File: src/rtl/wbr_pkg.sv
package wbr_pkg;
  // Latency field of zero is promoted to one cycle.
  function automatic int unsigned eff_lat(input int unsigned raw);
    return (raw == 0) ? 1 : raw;
  endfunction

  // Position in the post-shift vector at which a granted writer books.
  function automatic int unsigned land_pos(input int unsigned raw);
    return eff_lat(raw) - 1;
  endfunction
endpackage

File: src/rtl/wbr_grant.sv
module wbr_grant #(
  parameter int LAT_W = 3,
  localparam int DEPTH = 1 << LAT_W
) (
  input  logic             flush_i,
  input  logic             valid_i,
  input  logic             wr_i,
  input  logic [LAT_W-1:0] lat_i,
  input  logic [DEPTH-1:0] res_q,
  output logic             grant_o,
  output logic             stall_o,
  output logic             clash_o,
  output logic [DEPTH-1:0] set_mask_o
);
  import wbr_pkg::*;

  logic [LAT_W-1:0] lat_eff;

  always_comb begin
    lat_eff    = LAT_W'(eff_lat(int'(lat_i)));
    clash_o    = wr_i && res_q[lat_eff];
    grant_o    = valid_i && !flush_i && !clash_o;
    stall_o    = valid_i && !flush_i && clash_o;
    set_mask_o = '0;
    if (grant_o && wr_i)
      set_mask_o[land_pos(int'(lat_i))] = 1'b1;
  end
endmodule

File: src/rtl/wbr_resv.sv
module wbr_resv #(
  parameter int DEPTH = 8
) (
  input  logic             clk,
  input  logic             rst_n,
  input  logic             flush_i,
  input  logic [DEPTH-1:0] set_mask_i,
  output logic [DEPTH-1:0] res_q
);
  logic [DEPTH-1:0] aged;

  assign aged = res_q >> 1;

  always_ff @(posedge clk or negedge rst_n) begin
    if (!rst_n)       res_q <= '0;
    else if (flush_i) res_q <= '0;
    else              res_q <= aged | set_mask_i;
  end


  flush_clr_chk: assert property (@(posedge clk) disable iff (!rst_n)
    flush_i |=> (res_q == '0));


  age_chk: assert property (@(posedge clk) disable iff (!rst_n)
    (!flush_i && set_mask_i == '0) |=> (res_q == ($past(res_q) >> 1)));
endmodule

File: src/rtl/wbr_sched.sv
module wbr_sched #(
  parameter int LAT_W = 3
) (
  input  logic             clk,
  input  logic             rst_n,
  input  logic             flush_i,
  input  logic             cand_valid_i,
  input  logic             cand_wr_i,
  input  logic [LAT_W-1:0] cand_lat_i,
  output logic             issue_o,
  output logic             stall_o,
  output logic             wb_busy_o
);
  import wbr_pkg::*;
  localparam int DEPTH = 1 << LAT_W;

  logic [DEPTH-1:0] res_q;
  logic [DEPTH-1:0] set_mask;
  logic             clash;
  logic [LAT_W-1:0] lat_eff;

  assign lat_eff = LAT_W'(eff_lat(int'(cand_lat_i)));

  wbr_grant #(.LAT_W(LAT_W)) u_grant (
    .flush_i   (flush_i),
    .valid_i   (cand_valid_i),
    .wr_i      (cand_wr_i),
    .lat_i     (cand_lat_i),
    .res_q     (res_q),
    .grant_o   (issue_o),
    .stall_o   (stall_o),
    .clash_o   (clash),
    .set_mask_o(set_mask)
  );

  wbr_resv #(.DEPTH(DEPTH)) u_resv (
    .clk       (clk),
    .rst_n     (rst_n),
    .flush_i   (flush_i),
    .set_mask_i(set_mask),
    .res_q     (res_q)
  );

  assign wb_busy_o = res_q[0];


  excl_chk: assert property (@(posedge clk) disable iff (!rst_n)
    !(issue_o && stall_o) && (cand_valid_i || (!issue_o && !stall_o)));


  no_double_book_chk: assert property (@(posedge clk) disable iff (!rst_n)
    (issue_o && cand_wr_i) |=> res_q[$past(lat_eff) - 1]);


  stall_cause_chk: assert property (@(posedge clk) disable iff (!rst_n)
    stall_o |-> (cand_wr_i && clash && !flush_i));


  nowr_issue_chk: assert property (@(posedge clk) disable iff (!rst_n)
    (cand_valid_i && !cand_wr_i && !flush_i) |-> issue_o);
endmodule

File: config.mk
export PLATFORM = sky130hd
export DESIGN_NAME = wbr_sched
export DESIGN_NICKNAME = d
export VERILOG_FILES = /design/src/rtl/wbr_pkg.sv /design/src/rtl/wbr_grant.sv /design/src/rtl/wbr_resv.sv /design/src/rtl/wbr_sched.sv
export SDC_FILE = /design/constraint.sdc
export NUM_CORES = 1
export LEC_CHECK = 0
export BUFFER_PORTS_ARGS = -buffer_cell sky130_fd_sc_hd__buf_4
export CAP_MARGIN = 20
export CORE_AREA = 3 3 40 42
export CTS_CLUSTER_SIZE = 16
export DETAILED_ROUTE_END_ITERATION = 12
export DIE_AREA = 0 0 43 45
export SLEW_MARGIN = 20
export SYNTH_ARGS = -nofsm -noshare
export SYNTH_HDL_FRONTEND = slang
export SYNTH_SLANG_ARGS = --single-unit
export TNS_END_PERCENT = 1
File: constraint.sdc
create_clock -name clk -period 2.3 [get_ports clk]
set_input_delay 0.46 -clock clk [delete_from_list [all_inputs] [get_ports clk]]
set_output_delay 0.46 -clock clk [all_outputs]
set_load 0.01 [all_outputs]
### After elaboration in Yosys (flattened, before gate mapping)

Cells that the tools add are included.

* add/subtract/negate cells: 1
* multipliers: 0
* divide/modulo/power cells: 0
* order comparisons: 3
* equality and inequality tests: 0
* shifts and indexed selects: 0
* mux-type cells: 7
* bitwise logic cells: 1
* reductions and logical operators: 9

Operator list (number)
* 32-bit by 1-bit greater-or-equal comparator with 1-bit output, second input constant: 1
* 32-bit by 4-bit < comparator with 1-bit output, second input constant: 1
* 32-bit by 1-bit subtractor with 32-bit output, second input constant: 1
* 8-bit two-way mux: 2
* 7-bit by 8-bit OR with 8-bit output: 1
* 1-bit logical AND: 6
* 3-bit by 4-bit < comparator with 1-bit output, second input constant: 1
* 1-bit binary-select mux with 3-bit select: 1
* 1-bit demux with 3-bit select: 1
* 3-bit logical NOT: 1
* 3-bit two-way mux: 1
* 1-bit logical NOT: 2
* 1-bit two-way mux: 2

* register bits: 8
* latch bits: 0
* memory bits (writable): 0
* ROM bits: 0
* input port bits: 8
* output and inout port bits: 3
* logic and storage cells: 22
* memories kept: 0

### Longest topological paths before layout

Gate-level depths: netlist of the first run.

* depth after elaboration: 11
* depth in mapped cells: 8
* mapped depth without buffers: 7

### Cells and area by module

A second synthesis of the first run with hierarchy kept.

* cell total of the unflattened synthesis: 45
* area, all modules: 466.7 µm²

Modules (own cells, without submodules)
* wbr_resv: instances 1, cells each 16, area an instance 276.5 µm², sequential area each 200.2 µm²
* wbr_grant: instances 1, cells each 29, area an instance 190.2 µm², sequential area each 0.0 µm²

### Least setup slack after synthesis of the first run

No wires, ideal clock.

* path type: input to output
* from: in cand_lat_i[2]
* to: out stall_o
* data arrival time: 1277 ps
* required time: 1840 ps
* path slack: 563 ps
* stages: 5
* path buffers: 1
* cells stage by stage: buf_6 > nor2_1 > a211o_1 > o221ai_4 > and4b_1

* cells in the longest elaborated chain, start to end: 6

Ends and longest elaborated chain
* start, declared: line wbr_sched.sv:9 `input logic [LAT_W-1:0] cand_lat_i,`
* 3-bit logical NOT: line wbr_pkg.sv:4 `return (raw == 0) ? 1 : raw;`
* 3-bit two-way mux *: line wbr_pkg.sv:4
* 1-bit binary-select mux with 3-bit select *: line wbr_grant.sv:21 `clash_o = wr_i && res_q[lat_eff];`
* 1-bit two-way mux (not written as such) *: line wbr_grant.sv:21
* 1-bit logical AND *: line wbr_grant.sv:21
* 1-bit logical AND *: line wbr_grant.sv:23 `stall_o = valid_i && !flush_i && clash_o;`
* end, declared: line wbr_sched.sv:11 `output logic stall_o,`

Every way passes the cells marked *; elsewhere a longest branch is shown, timed or not. The select of a mux whose other input is x is not followed.

### Worst setup path after layout of the first run

* from: in cand_lat_i[0]
* to: out stall_o

The elaborated chain is that of the path after synthesis.

==> flow_metrics.py, run 1 <==
metrics = {
    "status": {
        "status": "completed",
    },
    "logic_synthesis": {
        "yosys_register_bits": 8,
        "synth_warnings": 0,
        "synthDistinctLibCells": 23,
        "synth_xor_xnor_area_share_pct": 0,
        "yosysSeqAreaShare_pct": 40.0,
        "synth_cells": 48,
        "synthMuxAreaShare_pct": 7.50,
        "syn-num-nets": 57,
        "yosys.area_share.simple_pct": 23.5,
        "synth_top_family_by_area": "simple AND/OR/NAND/NOR gates",
        "syn_area_per_cell_um2": 10.4,
        "syn-cell-area_um2": 500,
        "synth_compound_area_share_pct": 18.8,
        "synth_fa_ha_area_share_pct": 2.50,
    },
    "cells_and_area": {
        "final_layout_size_suffix_gt1_share_pct": 32.2,
        "synthToLayoutAreaGrowth_pct": 20.0,
        "nets": 70,
        "top_register": "u_resv.res_q",
        "largest_register_ffs": 8,
        "final_core_util_pct": 46.7,
        "final_cells": 74,
        "reg_top3": "u_resv.res_q: 8 flops",
        "n_antenna_cell": 0,
    },
    "worst_setup_path": {
        "crit_path_start": "cand_lat_i[0]",
        "crit_arrival_ps": 1510,
        "endpoint_kind": "primary output",
        "r2r-end": "u_resv.res_q[6]",
        "required_ps": 1840,
        "start_kind": "primary input",
        "regToRegSetupSlack_ps": 970,
        "rr_worst_depth": 4,
        "cp_max_fo": 10,
        "rr_startpoint": "u_resv.res_q[5]",
        "crit_type": "primary input to primary output",
    },
    "pwr": {
        "leakage_uw": 0.000256,
        "peakVddDrop_mv": 0.273,
        "power_uw": 298,
        "p_per_area_nw_per_um2": 497,
    },
    "sta": {
        "slew_headroom_pct": 73.5,
        "maxSlewViolCount": 0,
        "max_freq_mhz": 508,
        "setup_viol": 0,
        "fin_tns_setup_ps": 0,
        "rsz0062_at_grt": "no",
        "fin_crit_ps": 1970,
        "worst_hold_slack_ps": 16.6,
        "fin_worst_skew_ps": 1.08,
        "post-route-period-util_pct": 85.6,
        "tightest_slew_ps": 395,
        "hold_viol": 0,
    },
    "global_routing": {
        "grt_pass1_wl_um": 1620,
        "grt_usage_pct": 11.8,
        "grt_max_degree": 11,
        "grt_pass1_vias": 379,
        "grt_overflow": 0,
        "antenna_found_initial": 0,
    },
    "placement": {
        "dp.cells": 71,
        "place_congestion": 0.746,
        "place_hpwl_um": 766,
        "port_buffers": 10,
    },
    "clocking": {
        "cts_hold_buf": 0,
        "path_clk_slew_ps": 50,
        "clock_latency_ps": 250,
        "clockRootBuffer": "clkbuf_4",
        "cts_sinks": 8,
        "htreeDepth": 1,
        "postCtsResizedCells": 0,
        "cts_setup_buffers": 0,
        "numCtsBuffers": 3,
        "cts_buffer_depth": 2,
        "cts_tree": "yes",
    },
    "floorplanning": {
        "die_w_um": 43,
        "rows": 13,
        "io_pins": 11,
        "start_util_pct": 38.9,
        "coreArea_um2": 1280,
        "die_y_um": 45,
        "die-area_um2": 1940,
    },
    "route": {
        "vias": 387,
        "first_iter_violations": 10,
        "first_pass_iters": 3,
        "wl_um": 953,
        "antenna_left": 0,
        "remaining_drc_errors": 0,
        "vias_per_cell": 5.23,
        "wl_per_cell_um": 12.9,
    },
    "run": {
        "maxCapViolCount": 0,
    },
    "worst_hold_path": {
        "hp-class": "primary input to asynchronous set/reset pin",
    },
}
## critical path, cell delays in order
cell      delay, ps
buf_4           130
mux2i_1         120
a211o_1         330
o221ai_4        130
and4b_1         230
buf_4           110
## through the flow
step	area (um2)	setup WS, ps
after floorplan	500	563
after global placement	578	325
after detailed placement	578	326
after CTS	601	326
after global routing	601	226
final	601	332
## synthesized netlist by cell type
cell type / n / share of area (%)
dfrtp_1: 8 / 40
buf_2: 1 / 1.0
nand4bb_1: 1 / 2.2
o22ai_1: 3 / 3.8
and2b_2: 1 / 1.8
nand3_1: 1 / 1.0
mux2i_1: 1 / 2.0
buf_6: 1 / 2.2
and4b_1: 1 / 2.0
nor3b_2: 1 / 2.5
o41ai_1: 2 / 3.5
nand2b_1: 4 / 5.0
a211o_1: 1 / 1.8
nor3_1: 3 / 3.0
or2b_4: 1 / 2.2
a21oi_1: 1 / 1.0
nand2_1: 4 / 3.0
o32ai_1: 2 / 3.5
ha_1: 1 / 2.5
mux2i_2: 2 / 5.5
o221ai_4: 1 / 5.3
inv_1: 6 / 4.5
nor2_1: 1 / 0.75
## layer usage
layer / share of wire (%) / global-route usage [%] / vias up
li1: - / - / 198
met5: 0 / 0 / -
met4: 1.0 / 10.8 / 0
met2: 45 / 16.8 / 4
met3: 3.7 / 2.79 / 2
met1: 50 / 14.8 / 183
## worst max-delay path by stage
stage	to	slack, ps
6_report	stall_o	330
5_1_grt	stall_o	230
3_3_place_gp	stall_o	320
3_5_place_dp	stall_o	330
2_1_floorplan	stall_o	560
4_1_cts	stall_o	330
## power by group
group          total [uW]  switching (uW)  internal [uW]
clock                 104            44.2           59.5
sequential            145            1.31            143
combinational        49.9            26.5           23.4
## cells in the final DEF (no fill, tap or decap), drive strengths merged, types with 2 or more instances in the layout
master  synthesis  layout
o32ai           2       2
o22ai           3       3
dfrtp           8       8
nor3            3       3
mux2i           3       3
clkbuf          0       3
buf             2      10
nand2           4       4
nand2b          4       4
o41ai           2       2
inv             6       6
## final cells by class
| cell class | count | area (um2) |
|---|---|---|
| flip-flops and latches | 8 | 200 |
| clock buffers | 3 | 22.5 |
| repair buffers | 10 | 75.1 |
| well taps | 15 | 18.8 |
| fillers | 121 | 684 |
| inverters | 6 | 22.5 |
| multi-input cells | 32 | 262 |
## cell families after synthesis
group / count (synthesis)
simple gates: 18
compound gates: 10
buf+inv: 8
flops: 8
mux: 3
fa+ha+maj: 1
No activity file was read; power rests on OpenSTA's default activity.
==> inputs of run 2 (changes only) <==
- MAX_ROUTING_LAYER: unset -> met4
==> run 2 against run 1 <==
Utilization is the same; wire length shrank 0.21%; die area is the same; clock skew is essentially flat; sequential power is essentially flat; non-clock buffer count is the same; critical path type unchanged; critical endpoint unchanged; largest power group unchanged; highest routed layer unchanged.
==> flow_metrics.py, run 2 (synthesis gave the netlist of run 1 again) <==
metrics = {
    "cells_and_area": {
        "final_core_util_pct": 46.7,
        "mostFrequentLayoutCell": "buf_4",
        "final_cells": 74,
        "reg_top3": "u_resv.res_q: 8 flops",
        "fin_area_um2": 601,
        "synthToLayoutAreaGrowth_pct": 20.0,
        "n_antenna_cell": 0,
        "top_register": "u_resv.res_q",
        "layout_common_cells": "buf_4 (10), dfrtp_1 (8), inv_1 (6)",
        "largest_register_ffs": 8,
        "final_layout_size_suffix_gt1_share_pct": 32.2,
        "nets": 70,
    },
    "status": {
        "status": "completed",
    },
    "global_routing": {
        "grt_usage_pct": 12.1,
        "antenna_found_initial": 0,
        "grt_max_degree": 11,
        "grt_pass1_wl_um": 1610,
        "grt_overflow": 0,
        "grt_pass1_vias": 382,
    },
    "clocking": {
        "htreeDepth": 1,
        "cts_sinks": 8,
        "cts_hold_buf": 0,
        "clock_latency_ps": 250,
        "numCtsBuffers": 3,
        "postCtsResizedCells": 0,
        "cts_buffer_depth": 2,
        "cts_tree": "yes",
        "clockRootBuffer": "clkbuf_4",
        "path_clk_slew_ps": 50,
        "cts_setup_buffers": 0,
    },
    "sta": {
        "fin_worst_skew_ps": 0.619,
        "rsz0062_at_grt": "no",
        "maxSlewViolCount": 0,
        "post-route-period-util_pct": 85.6,
        "slew_headroom_pct": 75.0,
        "hold_viol": 0,
        "fin_tns_setup_ps": 0,
        "fin_crit_ps": 1970,
        "max_freq_mhz": 508,
        "tightest_slew_ps": 372,
        "setup_viol": 0,
    },
    "pwr": {
        "power_frac_comb_pct": 16.8,
        "peakVddDrop_mv": 0.272,
        "p_sw_share_pct": 24.1,
        "power.share.clock_pct": 34.7,
        "netSwitchingPower_uw": 71.8,
        "power_uw": 298,
        "p_per_area_nw_per_um2": 496,
        "power_frac_seq_pct": 48.6,
        "leakage_uw": 0.000256,
        "p_int_uw": 226,
    },
    "route": {
        "vias_per_cell": 5.28,
        "remaining_drc_errors": 0,
        "vias": 391,
        "wl_per_cell_um": 12.9,
        "wl_um": 951,
        "antenna_left": 0,
        "first_iter_violations": 7,
        "first_pass_iters": 4,
    },
    "worst_setup_path": {
        "cp_max_fo": 10,
        "rr_worst_depth": 4,
        "regToRegSetupSlack_ps": 970,
        "start_kind": "primary input",
        "required_ps": 1840,
        "rr_startpoint": "u_resv.res_q[5]",
        "crit_type": "primary input to primary output",
        "crit_arrival_ps": 1510,
        "r2r-end": "u_resv.res_q[6]",
        "endpoint_kind": "primary output",
    },
    "placement": {
        "port_buffers": 10,
        "place_hpwl_um": 766,
        "placed_area_um2": 578,
        "dp.cells": 71,
        "place_congestion": 0.756,
    },
    "floorplanning": {
        "die_w_um": 43,
        "io_pins": 11,
        "coreArea_um2": 1280,
        "rows": 13,
        "start_util_pct": 38.9,
        "die-area_um2": 1940,
        "die_y_um": 45,
    },
    "run": {
        "maxCapViolCount": 0,
    },
    "worst_hold_path": {
        "hp-class": "primary input to asynchronous set/reset pin",
    },
}
## run 2: cell counts in the layout (fill, tap and decap cells not counted)
Identical to the previous run, type by type.
## run 2: metal layers
| layer | up-vias | wire (um) | track usage, % |
|---|---|---|---|
| met5 | - | 0 | - |
| met4 | 0 | 10 | 10.8 |
| met2 | 8 | 430 | 16.8 |
| met3 | 2 | 47 | 2.79 |
| li1 | 197 | - | - |
| met1 | 184 | 462 | 14.5 |
## run 2: how the worst max path moves through the flow
stage	start	endpoint	slack, ps	cells after the start
finish	cand_lat_i[0]	stall_o	330	6
global route	u_resv.res_q[5]	stall_o	230	5
global placement	cand_lat_i[0]	stall_o	320	6
detailed placement	cand_lat_i[0]	stall_o	330	6
floorplan	cand_lat_i[2]	stall_o	560	5
CTS	cand_lat_i[0]	stall_o	330	6
## run 2: area by class of cell
class / count / area [um2]
tap: 15 / 18.8
timing repair buffer: 10 / 75.1
clock buffer: 3 / 22.5
fill: 121 / 684
inverter: 6 / 22.5
multi-input combinational: 32 / 262
sequential: 8 / 200
## run 2: critical path, stage by stage
cell	delay [ps]
buf_4	130
mux2i_1	120
a211o_1	330
o221ai_4	130
and4b_1	230
buf_4	110
## run 2: power groups by stage
stage          logic (uW)  clock network, uW  registers, uW
4_1_cts              50.5                109            145
3_5_place_dp         50.3                  0            147
3_3_place_gp         50.4                  0            147
2_1_floorplan        30.5                  0            147
6_report             50.0                103            145
5_1_grt              54.7                119            145
## run 2: metrics by stage
| stage | setup slack [ps] | hold WS, ps |
|---|---|---|
| global placement | 325 | 286 |
| detailed placement | 326 | 284 |
| finish | 331 | 17.1 |
| floorplan | 563 | 164 |
| global route | 226 | 4.87 |
| CTS | 326 | 11.4 |
